`src/rtl/kts_pkg.sv`:
```
package kts_pkg;

    localparam int KEY_CODE_W = 8;

    typedef enum logic [1:0] {
        PH_IDLE  = 2'd0,
        PH_KEYS  = 2'd1,
        PH_JOG_R = 2'd2,
        PH_JOG_L = 2'd3
    } phase_e;

    typedef struct packed {
        logic                  valid;
        logic                  single;
        logic [KEY_CODE_W-1:0] code;
    } key_evt_t;

    function automatic int hold_cycles(longint clk_hz, int hold_ms);
        longint c;
        c = (clk_hz * longint'(hold_ms)) / 64'sd1000;
        if (c < 1) c = 1;
        return int'(c);
    endfunction

endpackage

```
`src/rtl/kts_key_decode.sv`:
```
module kts_key_decode
    import kts_pkg::*;
#(
    parameter int NKEYS      = 32,
    parameter bit ACTIVE_LOW = 1'b1
) (
    input  logic             clk,
    input  logic             rst,
    input  logic [NKEYS-1:0] keys_i,
    output key_evt_t         evt_o
);
    localparam int CNTW = $clog2(NKEYS + 1);

    logic [NKEYS-1:0] pressed;
    logic [CNTW-1:0]  cnt;
    logic [KEY_CODE_W-1:0] code;
    logic             any_q;

    for (genvar g = 0; g < NKEYS; g++) begin : g_pol
        if (ACTIVE_LOW) begin : g_low
            assign pressed[g] = ~keys_i[g];
        end else begin : g_high
            assign pressed[g] = keys_i[g];
        end
    end

    always_comb begin
        cnt  = '0;
        code = '0;
        for (int i = NKEYS - 1; i >= 0; i--) begin
            if (pressed[i]) begin
                cnt  = cnt + CNTW'(1);
                code = KEY_CODE_W'(i);
            end
        end
    end

    always_ff @(posedge clk) begin
        if (rst) any_q <= 1'b0;
        else     any_q <= (cnt != '0);
    end

    always_comb begin
        evt_o.valid  = (cnt != '0) && !any_q;
        evt_o.single = (cnt == CNTW'(1));
        evt_o.code   = code;
    end
endmodule

```
`src/rtl/kts_hold_timer.sv`:
```
module kts_hold_timer #(
    parameter int HOLD_CYC = 1000
) (
    input  logic clk,
    input  logic rst,
    input  logic start_i,
    output logic busy_o
);
    localparam int HW = (HOLD_CYC < 2) ? 1 : $clog2(HOLD_CYC);

    logic [HW-1:0] left_q;

    always_ff @(posedge clk) begin
        if (rst) begin
            busy_o <= 1'b0;
            left_q <= '0;
        end else if (!busy_o) begin
            if (start_i) begin
                busy_o <= 1'b1;
                left_q <= HW'(HOLD_CYC - 1);
            end
        end else if (left_q == '0) begin
            busy_o <= 1'b0;
        end else begin
            left_q <= left_q - HW'(1);
        end
    end
endmodule

```
`src/rtl/kts_seq_ctrl.sv`:
```
module kts_seq_ctrl
    import kts_pkg::*;
#(
    parameter int NKEYS = 32,
    parameter int STEPW = 6
) (
    input  logic             clk,
    input  logic             rst,
    input  logic             start_i,
    input  key_evt_t         evt_i,
    input  logic             jog_cw_i,
    input  logic             jog_ccw_i,
    input  logic             skip_i,
    input  logic             next_i,
    input  logic             busy_i,
    output logic             err_start_o,
    output logic             active_o,
    output logic [STEPW-1:0] step_o,
    output logic             ir_req_o,
    output logic             done_o,
    output logic             aborted_o
);
    localparam logic [STEPW-1:0] LAST_KEY = STEPW'(NKEYS - 1);

    phase_e           phase_q;
    logic [STEPW-1:0] step_q;
    logic             key_ok;

    assign key_ok = evt_i.valid && evt_i.single &&
                    (int'(evt_i.code) == int'(step_q));

    assign err_start_o = (phase_q == PH_KEYS) && !busy_i && !next_i &&
                         !skip_i && evt_i.valid && !key_ok;

    always_ff @(posedge clk) begin
        if (rst) begin
            phase_q   <= PH_IDLE;
            step_q    <= '0;
            ir_req_o  <= 1'b0;
            done_o    <= 1'b0;
            aborted_o <= 1'b0;
        end else begin
            ir_req_o  <= 1'b0;
            done_o    <= 1'b0;
            aborted_o <= 1'b0;
            unique case (phase_q)
                PH_IDLE: begin
                    if (start_i) begin
                        phase_q <= PH_KEYS;
                        step_q  <= '0;
                    end
                end
                PH_KEYS: begin
                    if (!busy_i) begin
                        if (next_i) begin
                            phase_q   <= PH_IDLE;
                            step_q    <= '0;
                            done_o    <= 1'b1;
                            aborted_o <= 1'b1;
                        end else if (skip_i || key_ok) begin
                            step_q   <= step_q + STEPW'(1);
                            ir_req_o <= key_ok && !skip_i && (step_q == '0);
                            if (step_q == LAST_KEY) phase_q <= PH_JOG_R;
                        end
                    end
                end
                PH_JOG_R: begin
                    if (next_i) begin
                        phase_q   <= PH_IDLE;
                        step_q    <= '0;
                        done_o    <= 1'b1;
                        aborted_o <= 1'b1;
                    end else if (!skip_i && jog_cw_i) begin
                        phase_q <= PH_JOG_L;
                        step_q  <= step_q + STEPW'(1);
                    end
                end
                PH_JOG_L: begin
                    if (skip_i || jog_ccw_i) begin
                        phase_q <= PH_IDLE;
                        step_q  <= '0;
                        done_o  <= 1'b1;
                    end
                end
                default: phase_q <= PH_IDLE;
            endcase
        end
    end

    assign active_o = (phase_q != PH_IDLE);
    assign step_o   = step_q;
endmodule

```
`src/rtl/keypad_test_seq.sv`:
```
module keypad_test_seq
    import kts_pkg::*;
#(
    parameter int     NKEYS   = 32,
    parameter longint CLK_HZ  = 250_000_000,
    parameter int     HOLD_MS = 1000,
    parameter int     STEPW   = $clog2(NKEYS + 2)
) (
    input  logic             clk,
    input  logic             rst,
    input  logic             start_i,
    input  logic [NKEYS-1:0] key_n_i,
    input  logic             jog_cw_i,
    input  logic             jog_ccw_i,
    input  logic             skip_i,
    input  logic             next_i,
    output logic             active_o,
    output logic [STEPW-1:0] step_o,
    output logic             err_o,
    output logic             ir_req_o,
    output logic             done_o,
    output logic             aborted_o
);
    localparam int HOLD_CYC = hold_cycles(CLK_HZ, HOLD_MS);

    key_evt_t evt;
    logic     err_start;
    logic     busy;

    kts_key_decode #(.NKEYS(NKEYS), .ACTIVE_LOW(1'b1)) u_dec (
        .clk    (clk),
        .rst    (rst),
        .keys_i (key_n_i),
        .evt_o  (evt)
    );

    kts_hold_timer #(.HOLD_CYC(HOLD_CYC)) u_hold (
        .clk     (clk),
        .rst     (rst),
        .start_i (err_start),
        .busy_o  (busy)
    );

    kts_seq_ctrl #(.NKEYS(NKEYS), .STEPW(STEPW)) u_ctrl (
        .clk         (clk),
        .rst         (rst),
        .start_i     (start_i),
        .evt_i       (evt),
        .jog_cw_i    (jog_cw_i),
        .jog_ccw_i   (jog_ccw_i),
        .skip_i      (skip_i),
        .next_i      (next_i),
        .busy_i      (busy),
        .err_start_o (err_start),
        .active_o    (active_o),
        .step_o      (step_o),
        .ir_req_o    (ir_req_o),
        .done_o      (done_o),
        .aborted_o   (aborted_o)
    );

    assign err_o = busy;
endmodule

```
`config.mk`:
```
export PLATFORM = sky130hd
export DESIGN_NAME = keypad_test_seq
export DESIGN_NICKNAME = d
export VERILOG_FILES = /design/src/rtl/kts_pkg.sv /design/src/rtl/kts_key_decode.sv /design/src/rtl/kts_hold_timer.sv /design/src/rtl/kts_seq_ctrl.sv /design/src/rtl/keypad_test_seq.sv
export SDC_FILE = /design/constraint.sdc
export NUM_CORES = 1
export LEC_CHECK = 0
export BUFFER_PORTS_ARGS = -buffer_cell sky130_fd_sc_hd__buf_2
export CAP_MARGIN = 20
export CELL_PAD_IN_SITES_DETAIL_PLACEMENT = 1
export CELL_PAD_IN_SITES_GLOBAL_PLACEMENT = 2
export CORE_MARGIN = 2
export CORE_UTILIZATION = 37
export DETAILED_ROUTE_END_ITERATION = 10
export PLACE_DENSITY_LB_ADDON = 0.1
export SLEW_MARGIN = 20
export SYNTH_ARGS = -nofsm -noshare
export SYNTH_HDL_FRONTEND = slang
export SYNTH_SLANG_ARGS = --single-unit
```
`constraint.sdc`:
```
create_clock -name clk -period 22.1 [get_ports clk]
set_input_delay 2.21 -clock clk [delete_from_list [all_inputs] [get_ports clk]]
set_output_delay 2.21 -clock clk [all_outputs]
set_load 0.005 [all_outputs]
```
; ---- Word-level counts from Yosys, hierarchy flattened
; Cells that the tools add are included.
[op_classes]
add_sub_neg = 33
eq_ne = 13
muxes = 92
bitwise_logic = 2
reduce_logical = 28
[ops]
columns = cell, count
row1 = $mux 6, 38
row2 = $add 6x1->6 const B, 31
row3 = $mux 5, 32
row4 = $mux 28, 3
row5 = $logic_not 28->1, 1
row6 = $sub 28x1->28 const B, 1
row7 = $pmux 6 s4, 1
row8 = $mux 2, 8
row9 = $logic_and 1x1->1, 11
row10 = $pmux 2 s4, 1
row11 = $mux 1, 7
row12 = $eq 5x6->1, 1
row13 = $eq 6x1->1 const B, 1
row14 = $eq 6x5->1 const B, 1
row15 = $logic_not 6->1, 1
row16 = $ne 2x2->1 const B, 3
row17 = $ne 3x3->1 const B, 2
row18 = $reduce_and 6->1, 1
row19 = $reduce_bool 6->1, 1
row20 = $logic_not 1->1, 5
row21 = $reduce_and 5->1, 1
row22 = $reduce_or 5->1, 1
row23 = $eq 2x2->1 const B, 2
row24 = $reduce_bool 2->1, 2
row25 = 10 further kinds, 12
[totals]
reg_bits = 41
input_bits = 39
output_inout_bits = 11
elab_cells = 176

; ---- Depth between registers and ports, before layout
; Gate-level depths: netlist of run 1.
[depth]
ltp_word = 72
depth_mapped = 111
mapped_depth_nobuf = 110

; ---- By module
; Synthesis of run 1 repeated with hierarchy kept, for this count alone.
[hier_totals]
hier_cells = 907
area_unflattened_um2 = 7173.1
[modules_own_cells]
columns = module, instances, cells_per_inst, area_each_um2, seq_area_each_um2
row1 = kts_key_decode, 1, 623, 4722.0, 20.0
row2 = kts_hold_timer, 1, 184, 1615.3, 580.6
row3 = kts_seq_ctrl, 1, 100, 835.8, 220.2

; ---- Worst setup path before layout of run 1
; Ideal clock, no wire load.
[synth_timing]
kind = input to register
start = input port key_n_i[31]
end = register u_hold.left_q[15]
setup_time_ps = 140
t_arrival_ps = 20298
required_ps = 21960
path_slack_ps = 1662
stages = 111
path_buffers = 2
path_cell_list = inv_1 > ha_1 > xor2_1 > inv_1 > ha_1 > nand2b_1 > o31ai_2 > ha_1 > nor2_1 > nor2_1 > ha_1 > nand2b_1 > o41a_1 > nand2_1 > ha_1 > nor2_1 > a31oi_1 > ha_1 > [75 not listed] > nor2_1 > a21oi_1 > ha_1 > nor2b_1 > nor2b_1 > a41oi_1 > a211oi_1 > inv_1 > nor3_1 > mux2i_1 > and3_1 > or3_1 > and2_1 > mux2i_1 > o31ai_1 > buf_6 > buf_6 > a21oi_2
[synth_via]
elab_chain_len = 71
word_cells_on_any_way = 106
classes_between = add/sub: 31 / eq/ne: 2 / mux: 64 / reduce/logical: 9
[synth_rtl]
columns = element, line
row1 = from (decl), keypad_test_seq.sv:12  ; input logic [NKEYS-1:0] key_n_i,
row2 = $mux 1, kts_key_decode.sv:31  ; if (pressed[i]) begin
row3 = $add 1x1->2, kts_key_decode.sv:32  ; cnt = cnt + CNTW'(1);
row4 = $mux 6, kts_key_decode.sv:31
row5 = $add 6x1->6, kts_key_decode.sv:32
row6 = $mux 6, kts_key_decode.sv:31
row7 = $add 6x1->6, kts_key_decode.sv:32
row8 = $mux 6, kts_key_decode.sv:31
row9 = $add 6x1->6, kts_key_decode.sv:32
row10 = [54 not listed], -
row11 = $mux 6, kts_key_decode.sv:31
row12 = $reduce_bool 6->1, kts_key_decode.sv:44  ; evt_o.valid = (cnt != '0) && !any_q;
row13 = $logic_and 1x1->1, kts_key_decode.sv:44
row14 = $logic_and 1x1->1 (2 in a row), kts_seq_ctrl.sv:29  ; assign key_ok = evt_i.valid && evt_i.single &&
row15 = $logic_not 1->1, kts_seq_ctrl.sv:33  ; !skip_i && evt_i.valid && !key_ok;
row16 = $logic_and 1x1->1 *, kts_seq_ctrl.sv:33
row17 = $reduce_bool 2->1 (no line) *, -
row18 = $reduce_and 2->1 (no line) *, -
row19 = to (signal assigned), kts_hold_timer.sv:20  ; left_q <= HW'(HOLD_CYC - 1);
row20 = to (signal assigned), kts_hold_timer.sv:25  ; left_q <= left_q - HW'(1);
row21 = to (decl), kts_hold_timer.sv:11  ; logic [HW-1:0] left_q;
; Every way passes the cells marked *; elsewhere a longest branch is shown, timed or not.
; A chain may end at the register's enable or synchronous reset.

; ---- Worst setup path in the final report of run 1
[layout_timing]
start = input port key_n_i[30]
end = register u_hold.left_q[20]
[layout_via]
elab_chain_len = 69
word_cells_on_any_way = 103
classes_between = add/sub: 30 / eq/ne: 2 / mux: 62 / reduce/logical: 9
[layout_rtl]
columns = element, line
row1 = $mux 6, kts_key_decode.sv:31
row2 = $add 6x1->6, kts_key_decode.sv:32
row3 = $mux 6, kts_key_decode.sv:31
row4 = $add 6x1->6, kts_key_decode.sv:32
row5 = $mux 6, kts_key_decode.sv:31
row6 = $add 6x1->6, kts_key_decode.sv:32
row7 = $mux 6, kts_key_decode.sv:31
row8 = $add 6x1->6, kts_key_decode.sv:32
row9 = [52 not listed], -
row10 = $mux 6, kts_key_decode.sv:31
row11 = $reduce_bool 6->1, kts_key_decode.sv:44
row12 = $logic_and 1x1->1, kts_key_decode.sv:44
row13 = $logic_and 1x1->1 (2 in a row), kts_seq_ctrl.sv:29
row14 = $logic_not 1->1, kts_seq_ctrl.sv:33
row15 = $logic_and 1x1->1 *, kts_seq_ctrl.sv:33
row16 = $reduce_bool 2->1 (no line) *, -
row17 = $reduce_and 2->1 (no line) *, -
; Marked as above.

==> flow_summary.yaml, run 1 <==
run_status:
  run_status: "finished, final reports clean"
clock_tree:
  tritoncts: "yes"
  cts-hold-fix-buffers: 0
  h-tree-depth: 2
  clk-insertion-delay-late_ns: 0.27
  clockBufferDepth: 2
  worst_setup_hold_path_clk_slew_ns: 0.06
  cts_made_buffers: 5
  ctsRootBufferMaster: "sky130_fd_sc_hd__clkbuf_16"
  number_of_sinks_driven_by_the_clock_tree: 41
sta:
  relSlewSlack_pct: 51.7
  maxSlewViolCount: 0
  layout_worst_path_cycle_share_pct: 94.5
  hold-worst-slack_ns: 0.526
  fin_ws_ns: 1.23
  report.final.hold_viol_count: 0
  tightestPinTransition_ns: 0.719
  setup_viol_count_final: 0
  skew_ns: 0.00348
  fmax_mhz: 47.9
  post-route-min-period_ns: 20.88
global_routing:
  globalRoute.totalOverflow: 0
  maximum_number_of_pins_on_one_net_before_global_route_repair: 32
  global_route.usage.total_pct: 19.8
  antenna_found_initial: 0
  grt_pass1_wl_um: 33700
  grt_pass1_vias: 6938
route:
  met3_wire_length_um: 198
  post_route_drc_violation_count: 0
  drtAntennaViolNets: 0
  routed_wirelength_um: 20400
  detail_route.iter0.violations: 189
  vias: 6766
  route.detailed.vias_per_inst: 5.51
  highest-signal-layer: "met4"
  wl_per_cell_um: 16.6
  wl_met1_um: 9490
  dr.pass1.iters: 4
  dr_wl_met2_um: 10600
logic_synthesis:
  yosysWarnings: 0
  synth-edff-count: 0
  syn_avg_cell_area_um2: 7.70
  synth_cell_types: 87
  postSynth.topFlopCell: "sky130_fd_sc_hd__dfxtp_1"
  synth-seq-cells: 41
  yosysSeqAreaShare_pct: 11.5
  yosys.area.top_type_share_pct: 11.5
  synth.area.top_cells: "sky130_fd_sc_hd__dfxtp_1 (12%), sky130_fd_sc_hd__xnor2_1 (10%), sky130_fd_sc_hd__ha_1 (7.0%)"
  ys_async_sr_fraction_pct: 0
  synth_cells: 927
  synth.top_cells.by_count: "sky130_fd_sc_hd__xnor2_1 (85), sky130_fd_sc_hd__nand2_1 (79), sky130_fd_sc_hd__nor2_1 (71), sky130_fd_sc_hd__inv_1 (48), sky130_fd_sc_hd__a21oi_1 (44)"
  netlist_area_um2: 7140
  synthesis.nets: 1006
  dominant_cell_by_count_in_the_synthesized_netlist: "sky130_fd_sc_hd__xnor2_1"
  synth_largest_area_cell: "sky130_fd_sc_hd__dfxtp_1"
flow_run:
  max_cap_viol_count: 0
min_path:
  hold_path_class: "reg2reg"
placed_design:
  place.gp.congestion: 0.835
  port-buffer-count: 49
  dp_hpwl_um: 16300
  place_area_um2: 7570
  dpl_worst_slack_ns: -0.824
  placed_cells: 1198
floorplan:
  placementRows: 50
  io_pins: 50
  core_area_um2: 18800
  die_width_um: 143
  die_footprint_um2: 20400
  chipHeight_um: 143
  start_util_pct: 37.9
worst_setup_path:
  cp_max_fo: 7
  critPathMostFrequentCell: "sky130_fd_sc_hd__ha_1"
  critical_path.slowest_cell: "sky130_fd_sc_hd__or3_1"
  critical_path_arrival_ns: 21.09
  critical_path.n_buffers_inverters: 11
  path_delay_family: "adder cells"
  cp-end-kind: "flip-flop"
  data_required_time_at_the_worst_endpoint_ns: 22.32
  cp-start-kind: "primary input"
  timing.setup.critical_path_class: "in2reg"
  cpPeakStageDelay_ns: 0.36
finish:
  instances_no_fill: 1227
  design.final.nets: 1046
  area_delta_synth_final_pct: 12.8
  layout.filler_cells: 2305
  area_used_by_multi_input_combinational_logic_um2: 6100
  area.sequential_um2: 821
  post_route_cells_drive_above_1_share_pct: 15.7
  layout.cell_area.non_filler_um2: 8050
  antenna_cells: 0
==> final timing paths <==
| kind | cells after the start | from | slack (ns) | to |
|---|---|---|---|---|
| setup reg to reg | 12 | u_hold.left_q[9] | 18.54 | u_hold.left_q[24] |
| hold reg to reg | 2 | u_ctrl.phase_q[1] | 0.53 | u_ctrl.phase_q[1] |
| setup / recovery | 112 | key_n_i[30] | 1.23 | u_hold.left_q[20] |
| hold / removal | 2 | u_ctrl.phase_q[1] | 0.53 | u_ctrl.phase_q[1] |
==> layout make-up <==
cell class	instances	area share [%]
inverters	51	2.38
multi-input cells	794	75.8
repair buffers	74	5.84
flip-flops and latches	41	10.2
clock buffers	7	1.77
well taps	260	4.04
==> worst reg2reg max path, stage by stage, from the launching register on <==
cell and delay [ns]:
sky130_fd_sc_hd__dfxtp_1 0.35, sky130_fd_sc_hd__or4_1 0.60, sky130_fd_sc_hd__nor4_1 0.38, sky130_fd_sc_hd__nand2b_1 0.20
sky130_fd_sc_hd__nor4_1 0.56, sky130_fd_sc_hd__a31oi_1 0.34, sky130_fd_sc_hd__nand2_1 0.18, sky130_fd_sc_hd__or2_2 0.19
sky130_fd_sc_hd__nor4_1 0.08, sky130_fd_sc_hd__nand2_1 0.17, sky130_fd_sc_hd__nor2_1 0.09, sky130_fd_sc_hd__xor2_1 0.14
sky130_fd_sc_hd__and3_1 0.18
==> state kept, by name (all words and copies together) (netlist names) <==
signal,count
u_ctrl.phase_q,2
u_ctrl.aborted_o,1
u_hold.busy_o,1
u_dec.any_q,1
u_hold.left_q,28
u_ctrl.step_o,6
u_ctrl.ir_req_o,1
u_ctrl.done_o,1
==> repair_timing <==
| item | CTS | global route |
|---|---|---|
| setup buffers | 1 | 19 |
| pin swaps | 0 | 5 |
| resized for setup | 6 | 26 |
| cloned | 0 | 2 |
| setup endpoints to repair | 39 | 39 |
==> placed cells by master (no fill, tap or decap), drive strengths merged, types with 4 or more instances in the layout <==
| cell | Yosys | layout |
|---|---|---|
| xnor2 | 91 | 91 |
| nand2 | 79 | 79 |
| buf | 13 | 73 |
| nor2 | 71 | 71 |
| a21oi | 54 | 54 |
| inv | 50 | 50 |
| dfxtp | 41 | 41 |
| ha | 40 | 40 |
| o21ai | 38 | 38 |
| nor3 | 35 | 35 |
| xor2 | 35 | 35 |
| nor2b | 33 | 33 |
| nand3 | 31 | 31 |
| a31oi | 23 | 23 |
| xnor3 | 23 | 23 |
| nand2b | 21 | 21 |
| and3 | 19 | 19 |
| nor4 | 16 | 16 |
| nor3b | 13 | 13 |
| mux2i | 12 | 12 |
| or3 | 11 | 11 |
| nand4 | 10 | 10 |
| a211oi | 10 | 10 |
| a21o | 8 | 8 |
| nand3b | 8 | 8 |
| clkbuf | 28 | 8 |
| o31ai | 8 | 8 |
| and2 | 7 | 7 |
| o22ai | 6 | 6 |
| or4 | 6 | 6 |
| or3b | 5 | 5 |
| a21boi | 5 | 5 |
| o211ai | 4 | 4 |
| mux2 | 4 | 4 |
| o31a | 4 | 4 |
| o21bai | 4 | 4 |
| a32o | 4 | 4 |
| a41oi | 4 | 4 |
==> cell families after synthesis <==
group                      after synthesis  share of synthesized area, %
AOI/OAI and AO/OA                      207                          20.1
muxes                                   16                          2.31
and+or+nand+nor                        378                          28.2
DFF                                     41                          11.5
adders and majority gates               41                          7.15
buffers and inverters                   92                          5.24
xor gates and xnor gates               152                          25.5
==> stage by stage <==
step / setup TNS [ns] / util [%]
3_5_place_dp: -28.93 / 40.2
6_report: 0 / 42.7
2_1_floorplan: 0 / -
5_1_grt: -2.12 / 42.7
3_3_place_gp: 0 / 40.2
4_1_cts: 0 / 41.1
==> per-layer routing <==
metal	GRT usage [%]	vias up
met1	25.5	3312
met2	36.8	36
met4	2.71	0
met5	0	-
li1	-	3410
met3	1.41	8
Power of run 1 is left out: the tool's default activity adds up to more than one toggle a clock period on the data nets, which glitch-free logic cannot reach.
==> run 2: changes to the inputs <==
--- a/config.mk
+++ b/config.mk
@@ -10,10 +10,11 @@
 export CELL_PAD_IN_SITES_DETAIL_PLACEMENT = 1
 export CELL_PAD_IN_SITES_GLOBAL_PLACEMENT = 2
 export CORE_MARGIN = 2
-export CORE_UTILIZATION = 37
+export CORE_UTILIZATION = 38
 export DETAILED_ROUTE_END_ITERATION = 10
 export PLACE_DENSITY_LB_ADDON = 0.1
 export SLEW_MARGIN = 20
 export SYNTH_ARGS = -nofsm -noshare
 export SYNTH_HDL_FRONTEND = slang
+export SYNTH_HIERARCHICAL = 1
 export SYNTH_SLANG_ARGS = --single-unit
==> flow_summary.yaml, run 2 <==
finish:
  antenna_cells: 0
  layout_commonest_cell: "sky130_fd_sc_hd__xnor2_1"
  area_used_by_multi_input_combinational_logic_um2: 6270
  area.sequential_um2: 821
  design.final.nets: 1052
  largest_register_by_flop_count: "u_hold/left_q"
  layout.filler_cells: 2278
  post_route_cells_drive_above_1_share_pct: 22.5
  largest_register_ffs: 28
  leading_cell_types_in_the_layout_fill_and_taps_excluded: "sky130_fd_sc_hd__xnor2_1 (66), sky130_fd_sc_hd__nor2_1 (62), sky130_fd_sc_hd__nand2_1 (62)"
  area_delta_synth_final_pct: 16.7
run_status:
  run_status: "finished, final reports clean"
global_routing:
  grt_pass1_vias: 7108
  globalRoute.totalOverflow: 0
  maximum_number_of_pins_on_one_net_before_global_route_repair: 42
  global_route.usage.total_pct: 20.7
  grt_pass1_wl_um: 34600
  antenna_found_initial: 0
route:
  vias: 6902
  highest-signal-layer: "met4"
  met3_wire_length_um: 374
  dr.pass1.iters: 4
  wl_per_cell_um: 17.5
  wl_met1_um: 9740
  dr_wl_met2_um: 10800
  routed_wirelength_um: 21100
  post_route_drc_violation_count: 0
  detail_route.iter0.violations: 266
  drtAntennaViolNets: 0
  route.detailed.vias_per_inst: 5.72
min_path:
  hold_path_class: "reg2reg"
worst_setup_path:
  data_required_time_at_the_worst_endpoint_ns: 22.32
  cpPeakStageDelay_ns: 0.47
  timing.setup.critical_path_class: "in2reg"
  cp-end-kind: "flip-flop"
  cp-start-kind: "primary input"
  critical_path.slowest_cell: "sky130_fd_sc_hd__or4_4"
  critPathMostFrequentCell: "sky130_fd_sc_hd__ha_1"
  cp_max_fo: 5
  critical_path_arrival_ns: 21.31
floorplan:
  die_footprint_um2: 20000
  core_area_um2: 18600
  io_pins: 50
  start_util_pct: 38.5
  placementRows: 50
  die_width_um: 141
  chipHeight_um: 141
logic_synthesis:
  synth-edff-count: 0
  synth.area.top_cells: "sky130_fd_sc_hd__dfxtp_1 (11%), sky130_fd_sc_hd__xnor2_1 (8.2%), sky130_fd_sc_hd__ha_1 (7.2%)"
  postSynth.topFlopCell: "sky130_fd_sc_hd__dfxtp_1"
  yosys.area.top_type_share_pct: 11.4
  ys_async_sr_fraction_pct: 0
  synth-seq-cells: 41
  netlist_area_um2: 7170
  syn_avg_cell_area_um2: 7.91
  synth.top_cells.by_count: "sky130_fd_sc_hd__xnor2_1 (67), sky130_fd_sc_hd__nor2_1 (66), sky130_fd_sc_hd__nand2_1 (65), sky130_fd_sc_hd__inv_1 (48), sky130_fd_sc_hd__a21oi_1 (47)"
  synth_cell_types: 98
  yosysSeqAreaShare_pct: 11.4
  yosysWarnings: 6
  synth_largest_area_cell: "sky130_fd_sc_hd__dfxtp_1"
  synth_cells: 907
  dominant_cell_by_count_in_the_synthesized_netlist: "sky130_fd_sc_hd__xnor2_1"
clock_tree:
  tritoncts: "yes"
  clk-insertion-delay-late_ns: 0.29
  ctsRootBufferMaster: "sky130_fd_sc_hd__clkbuf_16"
  cts_made_buffers: 5
  clockBufferDepth: 2
  worst_setup_hold_path_clk_slew_ns: 0.06
  number_of_sinks_driven_by_the_clock_tree: 41
  h-tree-depth: 2
placed_design:
  port-buffer-count: 49
  place.gp.congestion: 0.868
  dp_hpwl_um: 16600
sta:
  hold-worst-slack_ns: 0.501
  fmax_mhz: 47.4
  tightestPinTransition_ns: 1.09
  skew_ns: 0.00458
  report.final.hold_viol_count: 0
  layout_worst_path_cycle_share_pct: 95.4
  setup_viol_count_final: 0
  post-route-min-period_ns: 21.09
  maxSlewViolCount: 0
  relSlewSlack_pct: 27.0
flow_run:
  max_cap_viol_count: 0
[run 2: final timing paths]
| check | depth (start not counted) | slack [ns] | endpoint | startpoint |
|---|---|---|---|---|
| worst max register to register | 5 | 19.05 | u_hold/left_q[15] | u_hold/left_q[2] |
| worst max-delay path | 110 | 1.01 | u_hold/left_q[20] | key_n_i[30] |
| worst min-delay path | 2 | 0.50 | u_hold/left_q[20] | u_hold/left_q[20] |
| worst min register to register | 2 | 0.50 | u_hold/left_q[20] | u_hold/left_q[20] |
[run 2: logic make-up after synthesis]
group	count (synthesis)	synth area share (%)
simple gates	364	28.2
compound gates	213	21.4
xor+xnor	138	23.4
buf+inv	89	5.44
fa+ha+maj	41	7.15
flops	41	11.4
mux	20	2.95
other cells	1	0.0523
[run 2: per-layer routing]
metal | track usage [%] | vias up
met5 | 0 | -
met4 | 3.32 | 0
met3 | 1.65 | 16
met2 | 38.9 | 84
met1 | 26.1 | 3376
li1 | - | 3426
[run 2: stage by stage]
stage | TNS [ns] | util [%] | instances | setup slack (ns) | area [um2]
3_5_place_dp | -4.21 | 41.7 | 1187 | -0.315 | 7770
3_3_place_gp | 0 | 41.7 | 1187 | 0.467 | 7770
4_1_cts | 0 | 42.8 | 1195 | 0.0356 | 7970
6_report | 0 | 44.9 | 1207 | 1.01 | 8370
2_1_floorplan | 0 | - | 909 | 0.413 | 7180
5_1_grt | -1.36 | 44.9 | 1207 | -0.122 | 8370
[run 2: cell type report]
class	instances	area share, %
flip-flops and latches	41	9.81
inverters	49	2.20
well taps	234	3.50
multi-input cells	779	74.9
clock buffers	5	1.49
repair buffers	96	7.28
clock inverters	3	0.777
[run 2: what timing repair did]
| action | 4_1_cts | 5_1_grt |
|---|---|---|
| endpoints found under the setup margin | 6 | 38 |
| hold buffers | 0 | 0 |
| resized for setup | 2 | 60 |
| pin swaps | 0 | 19 |
| buffers inserted | 0 | 12 |
| gates cloned | 0 | 1 |
[run 2: worst max-delay path: cells and delay by family]
family          cells  cell delay, ns
fa+ha+maj          29            7.70
buf+inv             8            0.91
mux                 4            0.76
compound gates     26            3.61
simple gates       43            6.12
Power of run 2 is left out for the same reason.
==> run 3: changes to the inputs <==
--- a/config.mk
+++ b/config.mk
@@ -12,7 +12,9 @@
 export CORE_MARGIN = 2
 export CORE_UTILIZATION = 38
 export DETAILED_ROUTE_END_ITERATION = 10
+export MAX_ROUTING_LAYER = met4
 export PLACE_DENSITY_LB_ADDON = 0.1
+export SKIP_CTS_REPAIR_TIMING = 1
 export SLEW_MARGIN = 20
 export SYNTH_ARGS = -nofsm -noshare
 export SYNTH_HDL_FRONTEND = slang
==> flow_summary.yaml, run 3 (same netlist as run 2, synthesis figures left out) <==
clock_tree:
  clk-insertion-delay-late_ns: 0.29
  h-tree-depth: 2
  worst_setup_hold_path_clk_slew_ns: 0.06
  tritoncts: "yes"
  clockBufferDepth: 2
  number_of_sinks_driven_by_the_clock_tree: 41
  cts_made_buffers: 5
  ctsRootBufferMaster: "sky130_fd_sc_hd__clkbuf_16"
finish:
  leading_cell_types_in_the_layout_fill_and_taps_excluded: "sky130_fd_sc_hd__xnor2_1 (66), sky130_fd_sc_hd__nor2_1 (62), sky130_fd_sc_hd__nand2_1 (62)"
  layout_commonest_cell: "sky130_fd_sc_hd__xnor2_1"
  area_used_by_multi_input_combinational_logic_um2: 6270
  design.final.nets: 1052
  post_route_cells_drive_above_1_share_pct: 22.5
  area.sequential_um2: 821
  largest_register_by_flop_count: "u_hold/left_q"
  largest_register_ffs: 28
  layout.filler_cells: 2278
  layout.cell_area.non_filler_um2: 8370
  area_delta_synth_final_pct: 16.7
  antenna_cells: 0
floorplan:
  io_pins: 50
  chipHeight_um: 141
  start_util_pct: 38.5
  core_area_um2: 18600
  placementRows: 50
  die_footprint_um2: 20000
  die_width_um: 141
global_routing:
  antenna_found_initial: 0
  globalRoute.totalOverflow: 0
  global_route.usage.total_pct: 21.3
  grt_pass1_wl_um: 34600
  maximum_number_of_pins_on_one_net_before_global_route_repair: 42
  grt_pass1_vias: 7096
sta:
  post-route-min-period_ns: 21.09
  skew_ns: 0.00433
  layout_worst_path_cycle_share_pct: 95.4
  hold-worst-slack_ns: 0.502
  setup_tns_ns: 0
  relSlewSlack_pct: 27.1
  setup_viol_count_final: 0
  report.final.hold_viol_count: 0
  tightestPinTransition_ns: 1.08
  fmax_mhz: 47.4
  maxSlewViolCount: 0
route:
  drtAntennaViolNets: 0
  vias: 6911
  detail_route.iter0.violations: 306
  post_route_drc_violation_count: 0
  dr.pass1.iters: 4
  wl_per_cell_um: 17.4
  routed_wirelength_um: 21100
  route.detailed.vias_per_inst: 5.73
worst_setup_path:
  cp_max_fo: 5
  critical_path.slowest_cell: "sky130_fd_sc_hd__or4_4"
  cp-end-kind: "flip-flop"
  critical_path_arrival_ns: 21.31
  timing.setup.critical_path_class: "in2reg"
  cpPeakStageDelay_ns: 0.47
  cp-start-kind: "primary input"
  critPathMostFrequentCell: "sky130_fd_sc_hd__ha_1"
  data_required_time_at_the_worst_endpoint_ns: 22.32
placed_design:
  dp_hpwl_um: 16600
  place.gp.congestion: 0.883
  port-buffer-count: 49
  place_area_um2: 7770
flow_run:
  max_cap_viol_count: 0
min_path:
  hold_path_class: "reg2reg"
run_status:
  run_status: "finished, final reports clean"
[run 3: cell counts in the layout (fill, tap and decap cells not counted)]
Identical to the previous run, type by type.
[run 3: worst max-delay path, delay by kind of cell]
family	cells	cell delay [ns]
fa+ha+maj	29	7.70
mux	4	0.76
simple gates	43	6.12
buf+inv	8	0.91
compound gates	26	3.61
[run 3: routing by layer]
layer	track usage, %	vias to the layer above	wire [um]
li1	-	3431	-
met1	26.1	3382	9760
met5	-	-	0
met2	38.9	80	10800
met3	1.65	18	329
met4	3.32	0	209
[run 3: final timing paths]
check / startpoint / to / slack (ns) / cells after the start
max: key_n_i[30] / u_hold/left_q[20] / 1.01 / 110
max reg2reg: u_hold/left_q[2] / u_hold/left_q[5] / 19.07 / 5
min: u_hold/left_q[20] / u_hold/left_q[20] / 0.50 / 2
min reg2reg: u_hold/left_q[20] / u_hold/left_q[20] / 0.50 / 2
[run 3: area by class of cell]
type                       count  share of cell area, %
sequential                    41                   9.81
clock buffer                   5                   1.49
tap                          234                   3.50
clock inverter                 3                  0.777
inverter                      49                   2.20
timing repair buffer          96                   7.28
multi-input combinational    779                   74.9
[run 3: stage by stage]
stage	worst slack, ns	utilization [%]	instances
floorplan	0.413	-	909
global placement	0.467	41.7	1187
detailed placement	-0.315	41.7	1187
CTS	-0.0723	42.7	1195
global route	-0.122	44.9	1207
finish	1.01	44.9	1207
Power of run 3 is left out for the same reason.
